`config.mk`:
```
export PLATFORM = sky130hd
export DESIGN_NAME = wdog_guard
export DESIGN_NICKNAME = d
export VERILOG_FILES = /design/src/rtl/wdog_pkg.sv /design/src/rtl/wdog_ctrl.sv /design/src/rtl/wdog_count.sv /design/src/rtl/wdog_guard.sv
export SDC_FILE = /design/constraint.sdc
export NUM_CORES = 1
export LEC_CHECK = 0
export ABC_AREA = 1
export BUFFER_PORTS_ARGS = -buffer_cell sky130_fd_sc_hd__buf_4
export CAP_MARGIN = 20
export CORE_MARGIN = 2
export CORE_UTILIZATION = 60
export CTS_BUF_LIST = sky130_fd_sc_hd__clkbuf_8
export CTS_CLUSTER_DIAMETER = 80
export DETAILED_ROUTE_END_ITERATION = 7
export GPL_TIMING_DRIVEN = 0
export PLACE_DENSITY = 0.85
export SLEW_MARGIN = 30
export SYNTH_ARGS = -nofsm -noshare
export SYNTH_HDL_FRONTEND = slang
export SYNTH_SLANG_ARGS = --single-unit
```
`constraint.sdc`:
```
create_clock -name clk -period 3.3 [get_ports clk]
set_clock_uncertainty 0.15 [all_clocks]
set_input_delay 0 -clock clk [delete_from_list [all_inputs] [get_ports clk]]
set_output_delay 0 -clock clk [all_outputs]
set_load 0.01 [all_outputs]
```
`src/rtl/wdog_pkg.sv`:
```
package wdog_pkg;

  localparam logic [7:0] CODE_KICK   = 8'h4E;
  localparam logic [7:0] CODE_OFF    = 8'hB1;
  localparam logic [7:0] CODE_UNLOCK = 8'hDB;
  localparam logic [2:0] MASTER_KEY  = 3'b011;

  typedef enum logic [1:0] {
    HM_IDLE1 = 2'b00,
    HM_IDLE2 = 2'b01,
    HM_STOP  = 2'b10,
    HM_RUN   = 2'b11
  } halt_t;

  typedef struct packed {
    logic       en_req;
    logic [1:0] per;
    logic [1:0] halt;
    logic [2:0] key;
  } master_t;

endpackage

```
`src/rtl/wdog_ctrl.sv`:
```
module wdog_ctrl
  import wdog_pkg::*;
(
  input  logic       clk,
  input  logic       rst_n,
  input  logic       cfg_wr,
  input  logic       cfg_sel,
  input  logic [7:0] cfg_data,
  output logic       run_en,
  output logic [1:0] per_sel,
  output halt_t      halt_q,
  output logic       clr_cnt
);

  master_t mw;
  logic    mst_ok;
  logic    cmd_wr;
  logic    off_hit;
  logic    unlock_hit;
  logic    en_req_q;
  logic    unlock_q;

  assign mw         = master_t'(cfg_data);
  assign mst_ok     = cfg_wr && !cfg_sel && (mw.key == MASTER_KEY);
  assign cmd_wr     = cfg_wr && cfg_sel;
  assign clr_cnt    = cmd_wr && (cfg_data == CODE_KICK);
  assign off_hit    = cmd_wr && (cfg_data == CODE_OFF);
  assign unlock_hit = cmd_wr && (cfg_data == CODE_UNLOCK);

  always_ff @(posedge clk) begin
    if (!rst_n) begin
      en_req_q <= 1'b1;
      run_en   <= 1'b1;
      per_sel  <= 2'b00;
      halt_q   <= HM_RUN;
      unlock_q <= 1'b0;
    end else begin
      if (mst_ok) begin
        en_req_q <= mw.en_req;
        per_sel  <= mw.per;
        if (unlock_q) halt_q <= halt_t'(mw.halt);
      end
      if (mst_ok && mw.en_req)            run_en <= 1'b1;
      else if (off_hit && !en_req_q)      run_en <= 1'b0;
      if (unlock_hit)                     unlock_q <= 1'b1;
      else if (mst_ok)                    unlock_q <= 1'b0;
    end
  end

  assert_halt_guard_R8: assert property (@(posedge clk) disable iff (!rst_n)
    (halt_q != $past(halt_q)) |-> $past(mst_ok && unlock_q));

  assert_reject_bad_key_R4: assert property (@(posedge clk) disable iff (!rst_n)
    (cfg_wr && !cfg_sel && cfg_data[2:0] != MASTER_KEY)
      |=> ($stable(per_sel) && $stable(halt_q)));

  assert_off_needs_code_R6: assert property (@(posedge clk) disable iff (!rst_n)
    $fell(run_en) |-> $past(cfg_wr && cfg_sel && cfg_data == CODE_OFF));

  assert_on_needs_master_R10: assert property (@(posedge clk) disable iff (!rst_n)
    $rose(run_en) |-> $past(cfg_wr && !cfg_sel && cfg_data[7]));

endmodule

```
`src/rtl/wdog_count.sv`:
```
module wdog_count #(
  parameter int unsigned BASE_EXP = 16,
  parameter int unsigned PER_STEP = 2
) (
  input  logic       clk,
  input  logic       rst_n,
  input  logic       run_en,
  input  logic [1:0] per_sel,
  input  logic       clr_cnt,
  input  logic       tick,
  output logic       expire
);

  localparam int unsigned NPER = 4;
  localparam int unsigned CW   = BASE_EXP + PER_STEP * (NPER - 1);

  logic [CW-1:0] cnt_q;
  logic [CW-1:0] last_val [NPER];
  logic          at_end;

  for (genvar g = 0; g < NPER; g++) begin : g_term
    localparam int unsigned EXP = BASE_EXP + PER_STEP * g;
    assign last_val[g] = CW'((64'd1 << EXP) - 64'd1);
  end

  assign at_end = (cnt_q >= last_val[per_sel]);

  always_ff @(posedge clk) begin
    if (!rst_n) begin
      cnt_q  <= '0;
      expire <= 1'b0;
    end else begin
      expire <= run_en && tick && !clr_cnt && at_end;
      if (!run_en || clr_cnt)  cnt_q <= '0;
      else if (tick)           cnt_q <= at_end ? '0 : cnt_q + 1'b1;
    end
  end

  assert_single_pulse_R2: assert property (@(posedge clk) disable iff (!rst_n)
    expire |=> !expire);

  assert_pulse_from_tick_R2: assert property (@(posedge clk) disable iff (!rst_n)
    expire |-> $past(tick && run_en));

  assert_silent_when_off_R6: assert property (@(posedge clk) disable iff (!rst_n)
    !run_en |=> !expire);

  assert_clear_zero_R5: assert property (@(posedge clk) disable iff (!rst_n)
    clr_cnt |=> (cnt_q == '0 && !expire));

endmodule

```
`src/rtl/wdog_guard.sv`:
```
module wdog_guard
  import wdog_pkg::*;
#(
  parameter int unsigned BASE_EXP = 16,
  parameter int unsigned PER_STEP = 2
) (
  input  logic       clk,
  input  logic       rst_n,
  input  logic       cfg_wr,
  input  logic       cfg_sel,
  input  logic [7:0] cfg_data,
  input  logic       tick,
  output logic       expire,
  output logic [1:0] halt_mode
);

  logic       run_en;
  logic [1:0] per_sel;
  logic       clr_cnt;
  halt_t      halt_q;

  wdog_ctrl u_ctrl (
    .clk      (clk),
    .rst_n    (rst_n),
    .cfg_wr   (cfg_wr),
    .cfg_sel  (cfg_sel),
    .cfg_data (cfg_data),
    .run_en   (run_en),
    .per_sel  (per_sel),
    .halt_q   (halt_q),
    .clr_cnt  (clr_cnt)
  );

  wdog_count #(
    .BASE_EXP (BASE_EXP),
    .PER_STEP (PER_STEP)
  ) u_count (
    .clk     (clk),
    .rst_n   (rst_n),
    .run_en  (run_en),
    .per_sel (per_sel),
    .clr_cnt (clr_cnt),
    .tick    (tick),
    .expire  (expire)
  );

  assign halt_mode = halt_q;

  assert_reset_state_R1: assert property (@(posedge clk)
    !rst_n |=> (!expire && halt_mode == 2'b11));

endmodule

```
==> impl_metrics.json, run 1 <==
{
  "post_drt_wl_per_cell_um": 12.2,
  "holdCritPathClass": "primary input to flop",
  "slew_violations": 0,
  "clock_sinks": 30,
  "cts_buffer_depth": 2,
  "timing.hold.ws_ns": 0.0446,
  "grt_use_total": 0.257,
  "synth-edff-count": 0,
  "setup_ws_ns": 0.554,
  "fmax_ghz": 0.364,
  "drt_wl_total_mm": 3.62,
  "switching_power_mw": 0.167,
  "crit_fanout": 5,
  "die_x_um": 56.2,
  "first_pass_iters": 4,
  "fillCellCount": 171,
  "fin_crit_ns": 2.75,
  "synth_area_leader_cell": "dfxtp_1",
  "fin_cells": 297,
  "grt_pass1_wl_mm": 6.27,
  "antenna_found_initial": 0,
  "core_um2": 2520,
  "synth_area_um2": 1630,
  "tns_ns": 0,
  "ys_ff_latch": 30,
  "end_kind": "flop",
  "seqPwrFrac": 0.508,
  "dr_total_vias": 1574,
  "syn_nets": 246,
  "grt_overflow_total": 0,
  "cts_tree": "yes",
  "rows": 18,
  "fin_nets": 284,
  "crit_type": "primary input to flop",
  "antenna_left": 0,
  "cts_setup_buffers": 0,
  "syn-mean-instance-area_um2": 7.16,
  "status": "finished, final reports clean",
  "setup_violations": 0,
  "power.share.combinational": 0.078,
  "rsz0062_at_grt": "no",
  "p_sw_frac": 0.230,
  "root_buffer": "clkbuf_8",
  "drive_gt1_frac": 0.146,
  "power_density_nw_per_um2": 357,
  "arrival_ns": 2.78,
  "clkPwrFrac": 0.414,
  "power.internal_mw": 0.560,
  "yosys.area.top_type_share": 0.368,
  "start_util": 0.647,
  "tightest_slew_ns": 0.289,
  "clk_latency_ns": 0.29,
  "cts_resized": 0,
  "drv_cap": 0,
  "num_antenna_cells": 0,
  "placed_cells": 272,
  "dp_hpwl_mm": 2.25,
  "die_area_um2": 3150,
  "finalPower_mw": 0.727,
  "syn_inst": 228,
  "required_ns": 3.33,
  "hold_viol_final": 0,
  "syn_to_final_growth_pct": 24.8,
  "ios": 16,
  "startpoint_type": "primary input",
  "vias_per_cell": 5.30,
  "peakVddDrop_uv": 367,
  "portBuffers": 14,
  "synth.area.top_cells": "dfxtp_1 37%, nand2_1 13%, nor2_1 9.9%",
  "routabilityCongestion": 0.781,
  "first_iter_violations": 63,
  "first_global_vias": 1408,
  "synthFlopType": "dfxtp_1",
  "remaining_drc_errors": 0,
  "period_share": 0.832,
  "cts_max_level": 2,
  "ys_warn_count": 0,
  "yosysSeqAreaShare": 0.368,
  "grt_max_degree": 11,
  "ys_async_sr_fraction": 0,
  "die_h_um": 56.2,
  "ys_types": 24,
  "p_leak_nw": 0.900,
  "max_slew_margin": 0.806,
  "dpl_worst_slack_ns": 1.43,
  "cts_buffers": 5,
  "postCtsHoldBufs": 17,
  "clk_pin_slew_worst_paths_ns": 0.07
}
cells in the mapped netlist (2+ instances only):
library cell  number
nand2_1           56
nor2_1            43
dfxtp_1           30
inv_1             22
nand3_1           11
xor2_1            10
nand4_1            8
o21ai_0            8
ha_1               5
nand2_2            5
nor3_1             5
a21oi_1            4
nor2_4             4
xnor2_1            4
buf_6              3
o21ai_1            2
per-layer routing:
metal / share of wire / track usage
met3: 0.052 / 0.0791
met4: 0.014 / 0.0952
met2: 0.50 / 0.413
met1: 0.43 / 0.322
met5: 0 / 0
worst max-delay path, stage by stage:
cell and delay (ns):
dlygate4sd3_1 0.52, buf_4 0.11, nand2_1 0.05, dlygate4sd3_1 0.56, inv_1 0.08, nand2_1 0.13
o21ai_0 0.16, dlygate4sd3_1 0.57, a21oi_1 0.04, dlygate4sd3_1 0.55
per-stage QoR:
step                      area [um2]  utilization
after floorplan                 1630            -
after global placement          1780        0.704
after detailed placement        1780        0.704
after CTS                       2040        0.808
after global routing            2040        0.808
final                           2040        0.808
worst paths after layout:
check                    startpoint                 to  slack [ns]  cells past startpoint
setup / recovery        cfg_data[1]  u_ctrl.per_sel[1]        0.55                     10
hold / removal               cfg_wr    u_ctrl.en_req_q        0.04                      6
setup reg to reg  u_ctrl.per_sel[0]     u_count.expire        1.02                     11
hold reg to reg     u_ctrl.en_req_q    u_ctrl.en_req_q        0.32                      2
state kept, by name, indices dropped and copies added (netlist names):
signal           cells
u_count.cnt_q       22
u_count.expire       1
u_ctrl.en_req_q      1
u_ctrl.halt_q        2
u_ctrl.per_sel       2
u_ctrl.run_en        1
u_ctrl.unlock_q      1
cell usage in the layout, fill, tap and decap left out, drive strengths merged:
| master | instances |
|---|---|
| nand4 | 8 |
| o21bai | 1 |
| xor2 | 10 |
| nand2 | 62 |
| nor2 | 49 |
| a21oi | 4 |
| ha | 5 |
| buf | 17 |
| clkinv | 1 |
| inv | 24 |
| o21ai | 10 |
| clkbuf | 6 |
| xnor2 | 4 |
| nand3 | 12 |
| mux2i | 1 |
| a21boi | 1 |
| nor3 | 5 |
| dlygate4sd3 | 17 |
| dfxtp | 30 |
power groups by stage:
stage / sequential, mW / clock (mW) / combinational [mW]
2_1_floorplan: 0.377 / 0 / 0.0268
3_3_place_gp: 0.377 / 0 / 0.0440
3_5_place_dp: 0.377 / 0 / 0.0449
4_1_cts: 0.369 / 0.304 / 0.0550
5_1_grt: 0.369 / 0.331 / 0.0630
6_report: 0.369 / 0.301 / 0.0568
cells by family after synthesis:
| kind of cell | synth area share |
|---|---|
| multiplexers | 0.00613 |
| XOR/XNOR | 0.0751 |
| AND/OR/NAND/NOR | 0.383 |
| adder cells (fa/ha/maj) | 0.0383 |
| AO/OA/AOI/OAI | 0.0544 |
| flip-flops | 0.368 |
| buffers and inverters | 0.0751 |
layout make-up:
cell class / instances / area, um2 / area share
Multi-Input combinational cell: 172 / 910 / 0.447
Buffer: 3 / 33.8 / 0.0166
Timing Repair Buffer: 31 / 275 / 0.135
Inverter: 23 / 88.8 / 0.0436
Tap cell: 30 / 37.5 / 0.0184
Clock buffer: 6 / 82.6 / 0.0405
Clock inverter: 2 / 8.76 / 0.00430
Sequential cell: 30 / 601 / 0.295
No activity file was read; power rests on OpenSTA's default activity.
==> inputs of run 2 (changes only) <==
==> constraint.sdc (replaced) <==
create_clock -name clk -period 2.8 [get_ports clk]
set_clock_uncertainty 0.15 [all_clocks]
set_input_delay 0 -clock clk [delete_from_list [all_inputs] [get_ports clk]]
set_output_delay 0 -clock clk [all_outputs]
set_load 0.01 [all_outputs]
==> impl_metrics.json, run 2 (synthesis gave the netlist of run 1 again) <==
{
  "crit_type": "primary input to flop",
  "cts_setup_buffers": 0,
  "fmax_ghz": 0.372,
  "finalPower_mw": 0.856,
  "antenna_found_initial": 0,
  "routabilityCongestion": 0.781,
  "rows": 18,
  "rr_endpoint": "u_count.expire",
  "end_kind": "flop",
  "p_leak_nw": 0.900,
  "startpoint_type": "primary input",
  "portBuffers": 14,
  "fin_crit_ns": 2.69,
  "clock_sinks": 30,
  "remaining_drc_errors": 0,
  "switching_power_mw": 0.196,
  "arrival_ns": 2.72,
  "first_pass_iters": 4,
  "drv_cap": 0,
  "dr_total_vias": 1554,
  "status": "finished, final reports clean",
  "num_antenna_cells": 0,
  "tightest_slew_ns": 0.286,
  "hp-start": "cfg_wr",
  "dpl_worst_slack_ns": 0.930,
  "setup_violations": 0,
  "cts_buffer_depth": 2,
  "hold_depth": 6,
  "first_global_vias": 1408,
  "holdCritPathClass": "primary input to flop",
  "regMostFlops": "u_count.cnt_q",
  "die_x_um": 56.2,
  "antenna_left": 0,
  "cts_buffers": 5,
  "die_area_um2": 3150,
  "syn_to_final_growth_pct": 24.9,
  "power.share.combinational": 0.078,
  "post_drt_wl_per_cell_um": 12.2,
  "required_ns": 2.83,
  "hold-path-endpoint": "u_ctrl.en_req_q",
  "die_h_um": 56.2,
  "max_slew_margin": 0.808,
  "grt_use_total": 0.257,
  "reg2reg_from": "u_ctrl.per_sel[1]",
  "grt_pass1_wl_mm": 6.27,
  "setup_ws_ns": 0.112,
  "cts_max_level": 2,
  "r2r_slack_ns": 0.52,
  "ios": 16,
  "first_iter_violations": 70,
  "hold_viol_final": 0,
  "slew_violations": 0,
  "power.internal_mw": 0.660,
  "grt_overflow_total": 0,
  "grt_max_degree": 11,
  "period_share": 0.960,
  "drt_wl_total_mm": 3.62,
  "start_util": 0.647,
  "p_sw_frac": 0.229,
  "drive_gt1_frac": 0.150,
  "fin_nets": 284,
  "root_buffer": "clkbuf_8",
  "layout_commonest_cell": "nand2_1",
  "final_cell_mix": "55 x nand2_1, 43 x nor2_1, 30 x dfxtp_1",
  "crit_fanout": 5,
  "clk_latency_ns": 0.29,
  "r2r_cells": 11,
  "cts_tree": "yes",
  "core_um2": 2520,
  "clkPwrFrac": 0.413,
  "dp_hpwl_mm": 2.25,
  "power_density_nw_per_um2": 420,
  "rsz0062_at_grt": "no",
  "tns_ns": 0,
  "largest_reg_flops": 22,
  "peakVddDrop_uv": 432,
  "clk_pin_slew_worst_paths_ns": 0.07,
  "seqPwrFrac": 0.508,
  "vias_per_cell": 5.23,
  "reg_top3": "u_count.cnt_q (22), u_ctrl.halt_q (2), u_ctrl.per_sel (2)"
}
==> run 2: cell types whose count changed in the layout (fill, tap and decap cells not counted) <==
cell     delta
o21ai_1     +1
nand2_1     -1
nand2_2     +1
o21ai_0     -1
==> run 2: layout make-up <==
cell class              instances  area (um2)
repair buffers                 31         275
multi-input cells             172         912
flip-flops and latches         30         601
fillers                       170         483
well taps                      30        37.5
clock inverters                 2        8.76
plain buffers                   3        33.8
inverters                      23        88.8
clock buffers                   6        82.6
==> run 2: worst max path at each step <==
| stage | start | to | cells after the start |
|---|---|---|---|
| final | cfg_data[1] | u_ctrl.per_sel[1] | 10 |
| after global routing | cfg_data[1] | u_ctrl.per_sel[1] | 10 |
| after CTS | cfg_data[1] | u_ctrl.per_sel[1] | 10 |
| after detailed placement | u_ctrl.per_sel[0] | u_count.cnt_q[15] | 12 |
| after global placement | u_ctrl.per_sel[0] | u_count.cnt_q[9] | 12 |
| after floorplan | u_ctrl.per_sel[1] | u_count.cnt_q[13] | 12 |
==> run 2: metal layers <==
metal  global-route usage  wire (um)  part of all wire
met1                0.322       1550              0.43
met2                0.413       1810              0.50
met3               0.0791        206             0.057
met4               0.0952         49             0.014
met5                    0          0                 0
==> run 2: worst max-delay path: stages <==
cell and delay, ns:
dlygate4sd3_1 0.52, buf_4 0.12, nand2_1 0.05, dlygate4sd3_1 0.56, inv_1 0.09, nand2_2 0.10
o21ai_1 0.12, dlygate4sd3_1 0.57, a21oi_1 0.04, dlygate4sd3_1 0.55
==> run 2: repair_timing <==
action                     in CTS  in global routing
gates resized for setup         0                  2
hold buffers                   17                  0
hold endpoints to repair       13                  0
setup endpoints to repair       0                  1
==> run 2: metrics by stage <==
step	util	hold slack, ns	instances	cell area, um2
after floorplan	-	-0.0654	228	1630
after global placement	0.704	0.0688	272	1780
after detailed placement	0.704	0.0748	272	1780
after CTS	0.808	0.0330	297	2040
after global routing	0.809	0.0373	297	2040
final	0.809	0.00650	297	2040
==> run 2: power groups by stage <==
stage / Sequential (mW) / Combinational, mW / Clock, mW
after floorplan: 0.444 / 0.0316 / 0
after CTS: 0.435 / 0.0649 / 0.358
after global routing: 0.435 / 0.0747 / 0.390
final: 0.435 / 0.0672 / 0.354
after global placement: 0.444 / 0.0519 / 0
after detailed placement: 0.445 / 0.0529 / 0
==> inputs of run 3 (changes only) <==
--- a/config.mk
+++ b/config.mk
@@ -8,13 +8,15 @@
 export ABC_AREA = 1
 export BUFFER_PORTS_ARGS = -buffer_cell sky130_fd_sc_hd__buf_4
 export CAP_MARGIN = 20
+export CELL_PAD_IN_SITES_DETAIL_PLACEMENT = 1
+export CELL_PAD_IN_SITES_GLOBAL_PLACEMENT = 2
 export CORE_MARGIN = 2
-export CORE_UTILIZATION = 60
+export CORE_UTILIZATION = 31
 export CTS_BUF_LIST = sky130_fd_sc_hd__clkbuf_8
 export CTS_CLUSTER_DIAMETER = 80
 export DETAILED_ROUTE_END_ITERATION = 7
 export GPL_TIMING_DRIVEN = 0
-export PLACE_DENSITY = 0.85
+export PLACE_DENSITY = 0.81
 export SLEW_MARGIN = 30
 export SYNTH_ARGS = -nofsm -noshare
 export SYNTH_HDL_FRONTEND = slang
==> constraint.sdc (replaced) <==
create_clock -name clk -period 2.4 [get_ports clk]
set_clock_uncertainty 0.15 [all_clocks]
set_input_delay 0 -clock clk [delete_from_list [all_inputs] [get_ports clk]]
set_output_delay 0 -clock clk [all_outputs]
set_load 0.01 [all_outputs]
==> impl_metrics.json, run 3 (synthesis gave the netlist of run 1 again) <==
{
  "status": "finished, final reports clean",
  "routabilityCongestion": 0.771,
  "first_pass_iters": 4,
  "holdCritPathClass": "primary input to flop",
  "regMostFlops": "u_count.cnt_q",
  "power_density_nw_per_um2": 487,
  "drt_wl_total_mm": 3.97,
  "tightest_slew_ns": 0.261,
  "reg_top3": "u_count.cnt_q (22), u_ctrl.halt_q (2), u_ctrl.per_sel (2)",
  "cts_buffer_depth": 2,
  "crit_fanout": 5,
  "clk_latency_ns": 0.28,
  "arrival_ns": 2.34,
  "peakVddDrop_uv": 235,
  "syn_to_final_growth_pct": 28.8,
  "largest_reg_flops": 22,
  "drv_cap": 0,
  "period_share": 0.967,
  "ios": 16,
  "dp_hpwl_mm": 2.82,
  "fin_util": 0.412,
  "setup_violations": 0,
  "portBuffers": 14,
  "remaining_drc_errors": 0,
  "grt_max_degree": 11,
  "tns_ns": 0,
  "post_drt_wl_per_cell_um": 11.7,
  "fillCellCount": 661,
  "fmax_ghz": 0.431,
  "start_util": 0.320,
  "first_iter_violations": 34,
  "required_ns": 2.42,
  "grt_pass1_wl_mm": 6.87,
  "cts_buffers": 5,
  "fin_area_um2": 2100,
  "crit_type": "primary input to flop",
  "fin_crit_ns": 2.32,
  "cts_setup_buffers": 0,
  "die_area_um2": 5860,
  "clk_pin_slew_worst_paths_ns": 0.07,
  "dr_total_vias": 1536,
  "core_um2": 5110,
  "clock_sinks": 30,
  "layout_commonest_cell": "nand2_1",
  "grt_overflow_total": 0,
  "rows": 26,
  "max_slew_margin": 0.824,
  "hold_viol_final": 0,
  "die_h_um": 76.6,
  "root_buffer": "clkbuf_8",
  "first_global_vias": 1534,
  "drive_gt1_frac": 0.153,
  "cts_tree": "yes",
  "timing.hold.ws_ns": 0.00807,
  "end_kind": "flop",
  "dpl_cell_area_um2": 1830,
  "startpoint_type": "primary input",
  "cts_max_level": 2,
  "antenna_found_initial": 0,
  "grt_use_total": 0.148,
  "antenna_left": 0,
  "fin_nets": 285,
  "final_cell_mix": "55 x nand2_1, 43 x nor2_1, 30 x dfxtp_1",
  "num_antenna_cells": 0,
  "p_leak_nw": 0.901,
  "die_x_um": 76.6,
  "vias_per_cell": 4.54,
  "slew_violations": 0
}
==> run 3: cell types whose count changed in the layout (fill, tap and decap cells not counted), sizes merged <==
cell,before,now
clkinvlp,0,1
dlygate4sd3,17,18
inv,24,23
==> run 3: stage by stage <==
step,setup WS [ns],instances,power [mW]
after floorplan,0.713,228,0.555
after global placement,0.490,312,0.581
after detailed placement,0.463,312,0.582
after CTS,0.0860,338,1.05
after global routing,-0.00560,338,1.08
final,0.0799,338,1.02
==> run 3: worst paths after layout <==
path / startpoint / end / slack, ns / depth (start not counted)
worst max register to register: u_ctrl.en_req_q / u_ctrl.run_en / 0.38 / 6
worst min-delay path: cfg_wr / u_ctrl.en_req_q / 0.008 / 6
worst max-delay path: cfg_data[2] / u_ctrl.per_sel[1] / 0.08 / 10
worst min register to register: u_ctrl.run_en / u_ctrl.run_en / 0.30 / 2
==> run 3: area by class of cell <==
class | instances | area (um2) | area share
multi-input combinational | 172 | 912 | 0.434
clock inverter | 2 | 12.5 | 0.00595
timing repair buffer | 32 | 285 | 0.136
buffer | 3 | 33.8 | 0.0161
sequential | 30 | 601 | 0.286
tap | 70 | 87.6 | 0.0416
clock buffer | 6 | 82.6 | 0.0393
inverter | 23 | 88.8 | 0.0422
==> run 3: power breakdown <==
| group | internal (mW) | switching (mW) |
|---|---|---|
| clock network | 0.230 | 0.206 |
| logic | 0.0427 | 0.0368 |
| registers | 0.502 | 0.00509 |
| total | 0.775 | 0.248 |
==> run 3: routing by layer <==
layer	routed length, um	vias to the layer above	part of all wire	GRT usage
met5	0	-	0	0
met4	72	0	0.018	0.0600
met3	132	7	0.033	0.0391
met2	1860	19	0.47	0.242
met1	1900	713	0.48	0.185
li1	-	797	-	-
==> run 3: critical path: stages <==
cell           delay, ns
dlygate4sd3_1       0.54
buf_4               0.14
nor2_1              0.13
nand2_1             0.07
inv_1               0.08
nand2_2             0.09
o21ai_0             0.14
dlygate4sd3_1       0.56
a21oi_1             0.04
dlygate4sd3_1       0.56
==> run 3: what timing repair did <==
item | CTS | global route
gates resized for setup | 0 | 1
hold buffers | 18 | 0
endpoints found under the setup margin | 0 | 1
hold endpoints to repair | 14 | 0
